===== src/rtl/cal_day_month.sv =====
module cal_day_month #(
  parameter int DAY_W = 5,
  parameter int MON_W = 4
) (
  input  logic             clk,
  input  logic             clr,
  input  logic             day_tick,
  input  logic             leap_set,
  output logic [DAY_W-1:0] mday,
  output logic [MON_W-1:0] month,
  output logic             month_tick
);
  localparam logic [DAY_W-1:0] FIRST_DAY = DAY_W'(1);
  localparam logic [MON_W-1:0] JAN = MON_W'(1);
  localparam logic [MON_W-1:0] DEC = MON_W'(12);

  logic             leap_q;
  logic [DAY_W-1:0] last_day;
  logic             day_end;
  logic             year_end;

  always_comb begin
    case (month)
      MON_W'(2):                       last_day = leap_q ? DAY_W'(29) : DAY_W'(28);
      MON_W'(4), MON_W'(6),
      MON_W'(9), MON_W'(11):           last_day = DAY_W'(30);
      default:                         last_day = DAY_W'(31);
    endcase
  end

  assign day_end  = day_tick && (mday == last_day);
  assign year_end = day_end && (month == DEC);

  always_ff @(posedge clk) begin
    if (clr) begin
      mday       <= FIRST_DAY;
      month      <= JAN;
      month_tick <= 1'b0;
      leap_q     <= 1'b0;
    end else begin
      month_tick <= day_end;
      if (day_tick)
        mday <= day_end ? FIRST_DAY : mday + FIRST_DAY;
      if (day_end)
        month <= year_end ? JAN : month + JAN;
      if (leap_set)
        leap_q <= 1'b1;
      else if (year_end)
        leap_q <= 1'b0;
    end
  end
endmodule



===== config.mk =====
export PLATFORM = sky130hd
export DESIGN_NAME = cal_day_month
export DESIGN_NICKNAME = d
export VERILOG_FILES = /design/src/rtl/cal_day_month.sv
export SDC_FILE = /design/constraint.sdc
export NUM_CORES = 1
export LEC_CHECK = 0
export BUFFER_PORTS_ARGS = -buffer_cell sky130_fd_sc_hd__buf_4
export CAP_MARGIN = 10
export CORE_MARGIN = 4
export CORE_UTILIZATION = 25
export CTS_BUF_LIST = sky130_fd_sc_hd__clkbuf_8
export CTS_CLUSTER_DIAMETER = 30
export DETAILED_ROUTE_END_ITERATION = 10
export PLACE_DENSITY_LB_ADDON = 0.12
export SKIP_CTS_REPAIR_TIMING = 1
export SLEW_MARGIN = 20
export SYNTH_ARGS = -nofsm -noshare
export SYNTH_HDL_FRONTEND = slang
export SYNTH_SLANG_ARGS = --single-unit

===== constraint.sdc =====
create_clock -name clk -period 2.2 [get_ports clk]
set_input_delay 0.22 -clock clk [delete_from_list [all_inputs] [get_ports clk]]
set_output_delay 0.22 -clock clk [all_outputs]
set_load 0.02 [all_outputs]

==> results.md, run 1 <==
- P per Cell Area: 536 nW/um^2
- Final hold violations: 0
- Via count: 670
- Max FO, Critical Path: 9
- Number of CTS-inserted buffers: 3
- Root Driver: clkbuf_8
- EDFF count, synth: 0
- Die Y: 59.8 microns
- Sequential fraction of the synthesis area: 32.8%
- Final nets: 105
- Worst VDD drop: 409 uV
- WL/cell: 13.1 microns
- Cells after DPL: 121
- Clock period minus worst slack: 2.00 ns
- Final setup vio count: 0
- Post-DRT Antenna Nets: 0
- Async SR Flop Fraction: 0%
- Die W: 59.8 microns
- Flop2flop setup slack: 0.20 ns
- Vias per std cell: 5.36
- Number of global-route vias before repair: 586
- Fin crit share: about nine tenths
- Status: complete, no violations
- Post-Syn Area: between 600 and 700 sq um
- IO Pins: 14
- Max-slew headroom: 71.5%
- Worst path top cell family by delay: simple AND/OR/NAND/NOR gates
- Port buffer count: 13
- Yosys warnings: 0
- Worst path slowest cell: or4_1
- Area of the die: 3580 sq um
- Worst EP arrival: 2.18 ns
- Post-synthesis register bit count: 11
- Area Growth Syn to Fin: 30.0%
- First-pass GRT wire length: roughly 2800 microns
- Initial DRT Pass Iterations: 4
- Clk buf depth: 2
- Worst-path clk slew: 0.05 ns
- Post-synth top cells: 11 x dfxtp_1, 7 x nand2_1, 6 x inv_1, 6 x nor2_1, 5 x ha_1
- Achievable Freq: 0.501 GHz
- Max Slew Vio Count: 0
- Top cell type's share of synthesized area: between 30% and 40%
- Layout cells sized above 1: between 20% and 30%
- Initial antenna violation count: 0
- Mapped Nets: 87
- CP Launch Type: register
- Critical-path cell list: ha_1 -> nor3b_2 -> mux2i_2 -> o31ai_4 -> or4_1 -> a21oi_1
- WL final: around 1600 microns
- Global route overflow: 0
- GPL Wtd Cong: 0.731
- CP Buf/Inv Count: 0
- Placement row count: 18
- Crit. End Element: register
- Starting Density: 26.6%
- Avg Cell Area, Syn: around 8.6 sq um
- Slowest stage delay, CP: 0.49 ns
- Non-Filler Instances: 125
- RSZ-0062 raised after global routing: no
- Ant. Diodes: 0
- Sink Count: 11
- Leak Pwr: 0.342 nW
- Iter 0 DRT Violations: 10
- Yosys top cell by area: dfxtp_1
- TritonCTS clock tree: done
- Top-count cell post-synth: dfxtp_1
- Total Power: 468 uW
- CTS H-tree lvls: 1
- Final WS setup: 0.203 ns
- Tightest Pin Transition: ~0.42 ns
- Gate Count Post-Synth: 78
- Largest net degree at the start of global routing: 12
- Drt drc: 0
- Crit Path Class: register to register
- Post-Route Setup TNS: 0 ns
- Gr usage total: 10.7%
- Req. time, crit path: 2.38 ns
- Placement Setup Slack: 0.130 ns
- Clock Latency Late Sink: 0.24 ns
- Setup Skew: approximately 0.0029 ns
- Main synth FF type: dfxtp_1
- Post-DP HPWL: 1180 microns
- Core Region: 2520 sq um
- Post-synthesis cell type count: 34
- Worst hold path type: input port to register
- Max-Cap Viols: 0
- Top post-synthesis cells by area: dfxtp_1 33%, ha_1 9.3%, nand2_1 3.9%
## cell usage in the layout, fill, tap and decap left out, types with 2 or more instances in the layout
cell | netlist | routed
nand4_1 | 2 | 2
dfxtp_1 | 11 | 11
o21ai_0 | 2 | 2
ha_1 | 5 | 5
nor3_1 | 2 | 2
nand2_1 | 7 | 7
o211ai_1 | 2 | 2
nor3b_2 | 1 | 2
inv_1 | 6 | 7
a31oi_1 | 3 | 3
a21oi_1 | 3 | 3
a311oi_1 | 2 | 2
nor2_1 | 6 | 6
mux2i_1 | 2 | 2
o21ai_1 | 2 | 2
nand3_1 | 2 | 2
clkbuf_8 | 0 | 3
buf_4 | 0 | 15
## layer usage
metal	vias up	wire, microns	track usage (%)
li1	324	-	-
met1	322	760	12.0
met2	19	726	17.1
met3	5	104	4.54
met4	0	42	5.70
met5	-	0	0
## layout make-up
cell class	count	area, sq um
fillers	278	1650
multi-input cells	59	435
flip-flops and latches	11	220
repair buffers	15	113
clock buffers	3	41.3
well taps	30	37.5
inverters	6	22.5
clock inverters	1	3.75
## metrics by stage
stage	hold slack, ns	area (sq um)	util [%]
4_1_cts	0.234	860	34.1
3_3_place_gp	0.494	815	32.3
5_1_grt	0.246	873	34.6
3_5_place_dp	0.497	815	32.3
6_report	0.243	873	34.6
2_1_floorplan	0.351	672	-
## path summary, 6_finish.rpt
check | from | to | depth (start not counted)
max | month[1] | month[3] | 6
min | clr | mday[1] | 2
max reg2reg | month[1] | month[3] | 6
min reg2reg | leap_q | leap_q | 2
## sequential cells by signal, summed over array words and instances, names as in the netlist
name	cells
month	4
mday	5
leap_q	1
month_tick	1
## kinds of logic after synthesis
group                    synth area share, %
multiplexers                            5.03
adder cells (fa/ha/maj)                 9.31
AND/OR/NAND/NOR                         26.1
buffers and inverters                   4.47
flip-flops                              32.8
AO/OA/AOI/OAI                           22.3
## worst reg2reg max path: stages, from the launching register on
cell and delay [ns]:
dfxtp_1 0.39, ha_1 0.21, nor3b_2 0.21, mux2i_2 0.32, o31ai_4 0.17, or4_1 0.49
a21oi_1 0.15
## power by group
part / total (mW) / switching [mW] / internal, mW
logic: 0.0452 / 0.0253 / 0.0198
clock network: 0.205 / 0.0818 / 0.123
registers: 0.218 / 0.0114 / 0.206
Power figures use the tool's default switching activity.
==> run 2: changes to the inputs <==
--- a/config.mk
+++ b/config.mk
@@ -12,7 +12,6 @@
 export CTS_BUF_LIST = sky130_fd_sc_hd__clkbuf_8
 export CTS_CLUSTER_DIAMETER = 30
 export DETAILED_ROUTE_END_ITERATION = 10
-export PLACE_DENSITY_LB_ADDON = 0.12
 export SKIP_CTS_REPAIR_TIMING = 1
 export SLEW_MARGIN = 20
 export SYNTH_ARGS = -nofsm -noshare
==> results.md, run 2 (same netlist as run 1, synthesis figures left out) <==
- Status: complete, no violations
- Post-Layout Inst Area: 867 sq um
- Vias per std cell: between 5 and 6
- Placement row count: 18
- Starting Density: 26.6%
- Achievable Freq: between 0.5 and 0.6 GHz
- Area of the die: approximately 3600 sq um
- Ant. Diodes: 0
- Post-Route Setup TNS: 0 ns
- Tightest Pin Transition: 0.414 ns
- Worst EP arrival: 2.15 ns
- Min-delay src: clr
- Max reg flops: 5
- Final hold violations: 0
- CTS H-tree lvls: 1
- Met2 usage in global routing: 17.4%
- Global route overflow: 0
- Core Region: 2520 sq um
- Leak Pwr: ~0.34 nW
- Setup Skew: 0.00113 ns
- GPL Wtd Cong: about 0.8
- Number of global-route vias before repair: approximately 630
- WL final: 1630 microns
- Max Slew Vio Count: 0
- Crit Reg-Reg Endpoint: month[3]
- GRT busiest layer: met2
- Die Y: 59.8 microns
- Area Growth Syn to Fin: 29.1%
- Max-Cap Viols: 0
- Most frequent cells in the layout: 14 x buf_4, 10 x dfxtp_1, 7 x inv_1, 7 x nand2_1, 6 x nor2_1
- Clock Latency Late Sink: around 0.24 ns
- Placement Setup Slack: 0.0628 ns
- Number of CTS-inserted buffers: 3
- Largest register by flop count: mday
- Sink Count: 11
- Post-DRT Antenna Nets: 0
- First-pass GRT wire length: between 2000 and 3000 microns
- Largest registers: mday: 5 flops, month: 4 flops
- Root Driver: clkbuf_8
- Hold Path End: mday[1]
- Most common cell after layout, fill and taps aside: buf_4
- Worst-path clk slew: 0.05 ns
- TritonCTS clock tree: done
- Fillers: 285
- Non-Filler Instances: 124
- R2R depth: 7
- Drt drc: 0
- Cells after DPL: 120
- P per Cell Area: 536 nW/um^2
- Via count: 646
- WL/cell: 13.1 microns
- Final setup vio count: 0
- Worst hold path type: input port to register
- Final nets: between 100 and 150
- Fin crit share: 90.1%
- Req. time, crit path: 2.37 ns
- Cell Area, Placed: 807 sq um
- Initial antenna violation count: 0
- Port buffer count: 13
- Max-slew headroom: 72.4%
- Largest net degree at the start of global routing: 12
- Worst VDD drop: around 300 uV
- Crit. End Element: register
- CP Launch Type: register
- Flop2flop setup slack: roughly 0.22 ns
- Iter 0 DRT Violations: 10
- Clk buf depth: 2
- Met1 GRT Util: 12.6%
- Gr usage total: 10.7%
- Layout cells sized above 1: 27.7%
- RSZ-0062 raised after global routing: no
- Initial DRT Pass Iterations: 4
- Post-DP HPWL: 1180 microns
- Final WS setup: between 0.2 and 0.25 ns
- Max FO, Critical Path: 9
- Reg2reg start: month[0]
- Hold Path Cell Cnt: 2
- Met3 usage: 4.75%
- Die W: 59.8 microns
- Crit Path Class: register to register
- Clock period minus worst slack: 1.98 ns
- IO Pins: 14
run 2: layout make-up:
cell class	instances	area [sq um]	area share, %
tap	30	37.5	4.33
timing repair buffer	14	105	12.1
clock buffer	3	41.3	4.76
clock inverter	1	3.75	0.433
sequential	11	221	25.5
inverter	6	22.5	2.60
multi-input combinational	59	435	50.2
run 2: worst max-delay path by stage:
stage | from | endpoint | slack (ns) | cells past startpoint
CTS | month[1] | month[3] | 0.04 | 6
global route | month[0] | month[3] | 0.05 | 7
floorplan | month[1] | month[3] | 0.09 | 6
detailed placement | month[1] | month[3] | 0.06 | 6
finish | month[0] | month[3] | 0.22 | 7
global placement | month[1] | month[3] | 0.16 | 6
run 2: per-stage QoR:
stage | util (%) | power (mW) | hold WS (ns)
floorplan | - | 0.247 | 0.351
global placement | 32.0 | 0.266 | 0.488
detailed placement | 32.0 | 0.267 | 0.497
CTS | 33.8 | 0.476 | 0.240
global route | 34.4 | 0.489 | 0.246
finish | 34.4 | 0.465 | 0.239
run 2: report_power, final:
group          internal (mW)  switching, mW  leakage [nW]
combinational         0.0199         0.0252         0.220
clock                  0.123         0.0795        0.0269
sequential             0.206         0.0112        0.0901
total                  0.349          0.116         0.337
run 2: routing by layer:
layer / part of all wire, % / wire length, microns
met1: 48 / 774
met2: 45 / 736
met3: 6.6 / 108
met4: 0.43 / 7
met5: 0 / 0
run 2: worst max-delay path, cell delays in order, from the launching register on:
cell	delay (ns)
dfxtp_1	0.31
inv_1	0.09
ha_1	0.19
nor3b_2	0.21
mux2i_2	0.31
o31ai_4	0.17
or4_1	0.49
a21oi_1	0.15
==> run 3: changes to the inputs <==
--- a/config.mk
+++ b/config.mk
@@ -6,12 +6,14 @@
 export NUM_CORES = 1
 export LEC_CHECK = 0
 export BUFFER_PORTS_ARGS = -buffer_cell sky130_fd_sc_hd__buf_4
-export CAP_MARGIN = 10
+export CAP_MARGIN = 30
+export CORE_ASPECT_RATIO = 0.8
 export CORE_MARGIN = 4
 export CORE_UTILIZATION = 25
 export CTS_BUF_LIST = sky130_fd_sc_hd__clkbuf_8
 export CTS_CLUSTER_DIAMETER = 30
 export DETAILED_ROUTE_END_ITERATION = 10
+export MAX_ROUTING_LAYER = met4
 export SKIP_CTS_REPAIR_TIMING = 1
 export SLEW_MARGIN = 20
 export SYNTH_ARGS = -nofsm -noshare
==> results.md, run 3 (same netlist as run 1, synthesis figures left out) <==
- Status: complete, no violations
- CP Launch Type: register
- Die W: 66.0 microns
- Worst EP arrival: 2.18 ns
- Int Power: 349 uW
- Total Power: between 400 and 500 uW
- P per Cell Area: between 500 and 600 nW/um^2
- Max-slew headroom: between 70% and 80%
- Iter 0 DRT Violations: 15
- Clock network fraction of design power: roughly 44%
- Worst-path clk slew: 0.05 ns
- Final nets: 104
- Largest register by flop count: mday
- Cell Area, Placed: 815 sq um
- CTS H-tree lvls: 1
- Port buffer count: 13
- FF+latch area: 221 sq um
- Most frequent cells in the layout: 14 x buf_4, 10 x dfxtp_1, 7 x inv_1, 7 x nand2_1, 6 x nor2_1
- Area Growth Syn to Fin: 30.2%
- Max-Cap Viols: 0
- Clock Latency Late Sink: 0.25 ns
- Fillers: roughly 270
- Post-Route Setup TNS: 0 ns
- Sink Count: 11
- Initial antenna violation count: 0
- Placement Setup Slack: 0.0652 ns
- Cells after DPL: about 130
- Non-Filler Instances: 130
- Most common cell after layout, fill and taps aside: buf_4
- WL final: 1680 microns
- Worst path slowest cell: or4_1
- Ant. Diodes: 0
- Core Region: 2500 sq um
- Number of CTS-inserted buffers: 3
- Fin crit share: 91.1%
- Post-Layout Inst Area: 875 sq um
- Area of the die: 3590 sq um
- Starting Density: between 20% and 30%
- Crit Path Class: register to register
- Drt drc: 0
- Layout cells sized above 1: between 20% and 30%
- Gr usage total: 10.6%
- Area of the multi-input gates: 435 sq um
- Crit. End Element: register
- Die Y: 54.4 microns
- WL/cell: 12.9 microns
- GPL Wtd Cong: 0.844
- P_sw: 122 uW
- Largest net degree at the start of global routing: 12
- Post-DP HPWL: 1220 microns
- Leak Pwr: between 0.3 and 0.4 nW
- First-pass GRT wire length: 2760 microns
- Comb power frac: 9.6%
- Vias per std cell: 4.80
- Largest registers: mday: 5 flops, month: 4 flops
- Global route overflow: 0
- Worst VDD drop: 340 uV
- Clk buf depth: 2
- Clock period minus worst slack: about 2 ns
- IO Pins: 14
- Sequential power share: 46.1%
- Via count: 624
- Post-DRT Antenna Nets: 0
- Achievable Freq: ~0.50 GHz
- Placement row count: 16
- Max Slew Vio Count: 0
- Number of global-route vias before repair: between 500 and 600
- Slowest stage delay, CP: 0.49 ns
- Switch share: 25.9%
- Worst hold path type: input port to register
- Critical-path cell list: inv_1 -> ha_1 -> nor3b_2 -> mux2i_2 -> o31ai_4 -> or4_1 -> a21oi_1
- Initial DRT Pass Iterations: 4
- Max FO, Critical Path: 9
- TritonCTS clock tree: done
- RSZ-0062 raised after global routing: no
- Tightest Pin Transition: 0.417 ns
- Root Driver: clkbuf_8
- Final hold violations: 0
- Req. time, crit path: around 2.4 ns
- WHS: ~0.23 ns
- Final setup vio count: 0
- Setup Skew: 0.00298 ns
- Final WS setup: 0.196 ns
- Finished Core Util: 34.9%
- Max reg flops: 5
-- run 3: cell counts in the layout (fill, tap and decap cells not counted) --
No cell type changed its count.
-- run 3: worst max-delay path: cells and delay by family (launching register included) --
| kind | cells | cell delay, ns |
|---|---|---|
| multiplexers | 1 | 0.32 |
| AND/OR/NAND/NOR | 2 | 0.71 |
| flip-flops | 1 | 0.30 |
| adder cells (fa/ha/maj) | 1 | 0.20 |
| buffers and inverters | 1 | 0.09 |
| AO/OA/AOI/OAI | 2 | 0.32 |
-- run 3: final timing paths --
kind | start | to | slack (ns) | depth (start not counted)
hold / removal | clr | leap_q | 0.23 | 2
hold reg to reg | month[1] | month[1] | 0.50 | 2
setup reg to reg | month[0] | month[3] | 0.20 | 7
setup / recovery | month[0] | month[3] | 0.20 | 7
-- run 3: per-layer routing --
metal  wire length [microns]  GRT usage [%]  vias up
li1                        -              -      325
met1                     827           13.1      287
met2                     780           16.0       10
met3                      52           3.70        2
met4                      15           4.05        0
met5                       0              -        -
-- run 3: layout make-up --
type	count	area share (%)
clock buffers	3	4.72
flip-flops and latches	11	25.3
well taps	36	5.15
clock inverters	1	0.429
inverters	6	2.58
multi-input cells	59	49.8
repair buffers	14	12.0
-- run 3: power groups by stage --
stage	Clock, mW	Combinational (mW)	Sequential [mW]
global placement	0	0.0454	0.221
global route	0.221	0.0505	0.219
detailed placement	0	0.0459	0.221
finish	0.209	0.0453	0.217
CTS	0.212	0.0460	0.217
floorplan	0	0.0219	0.225
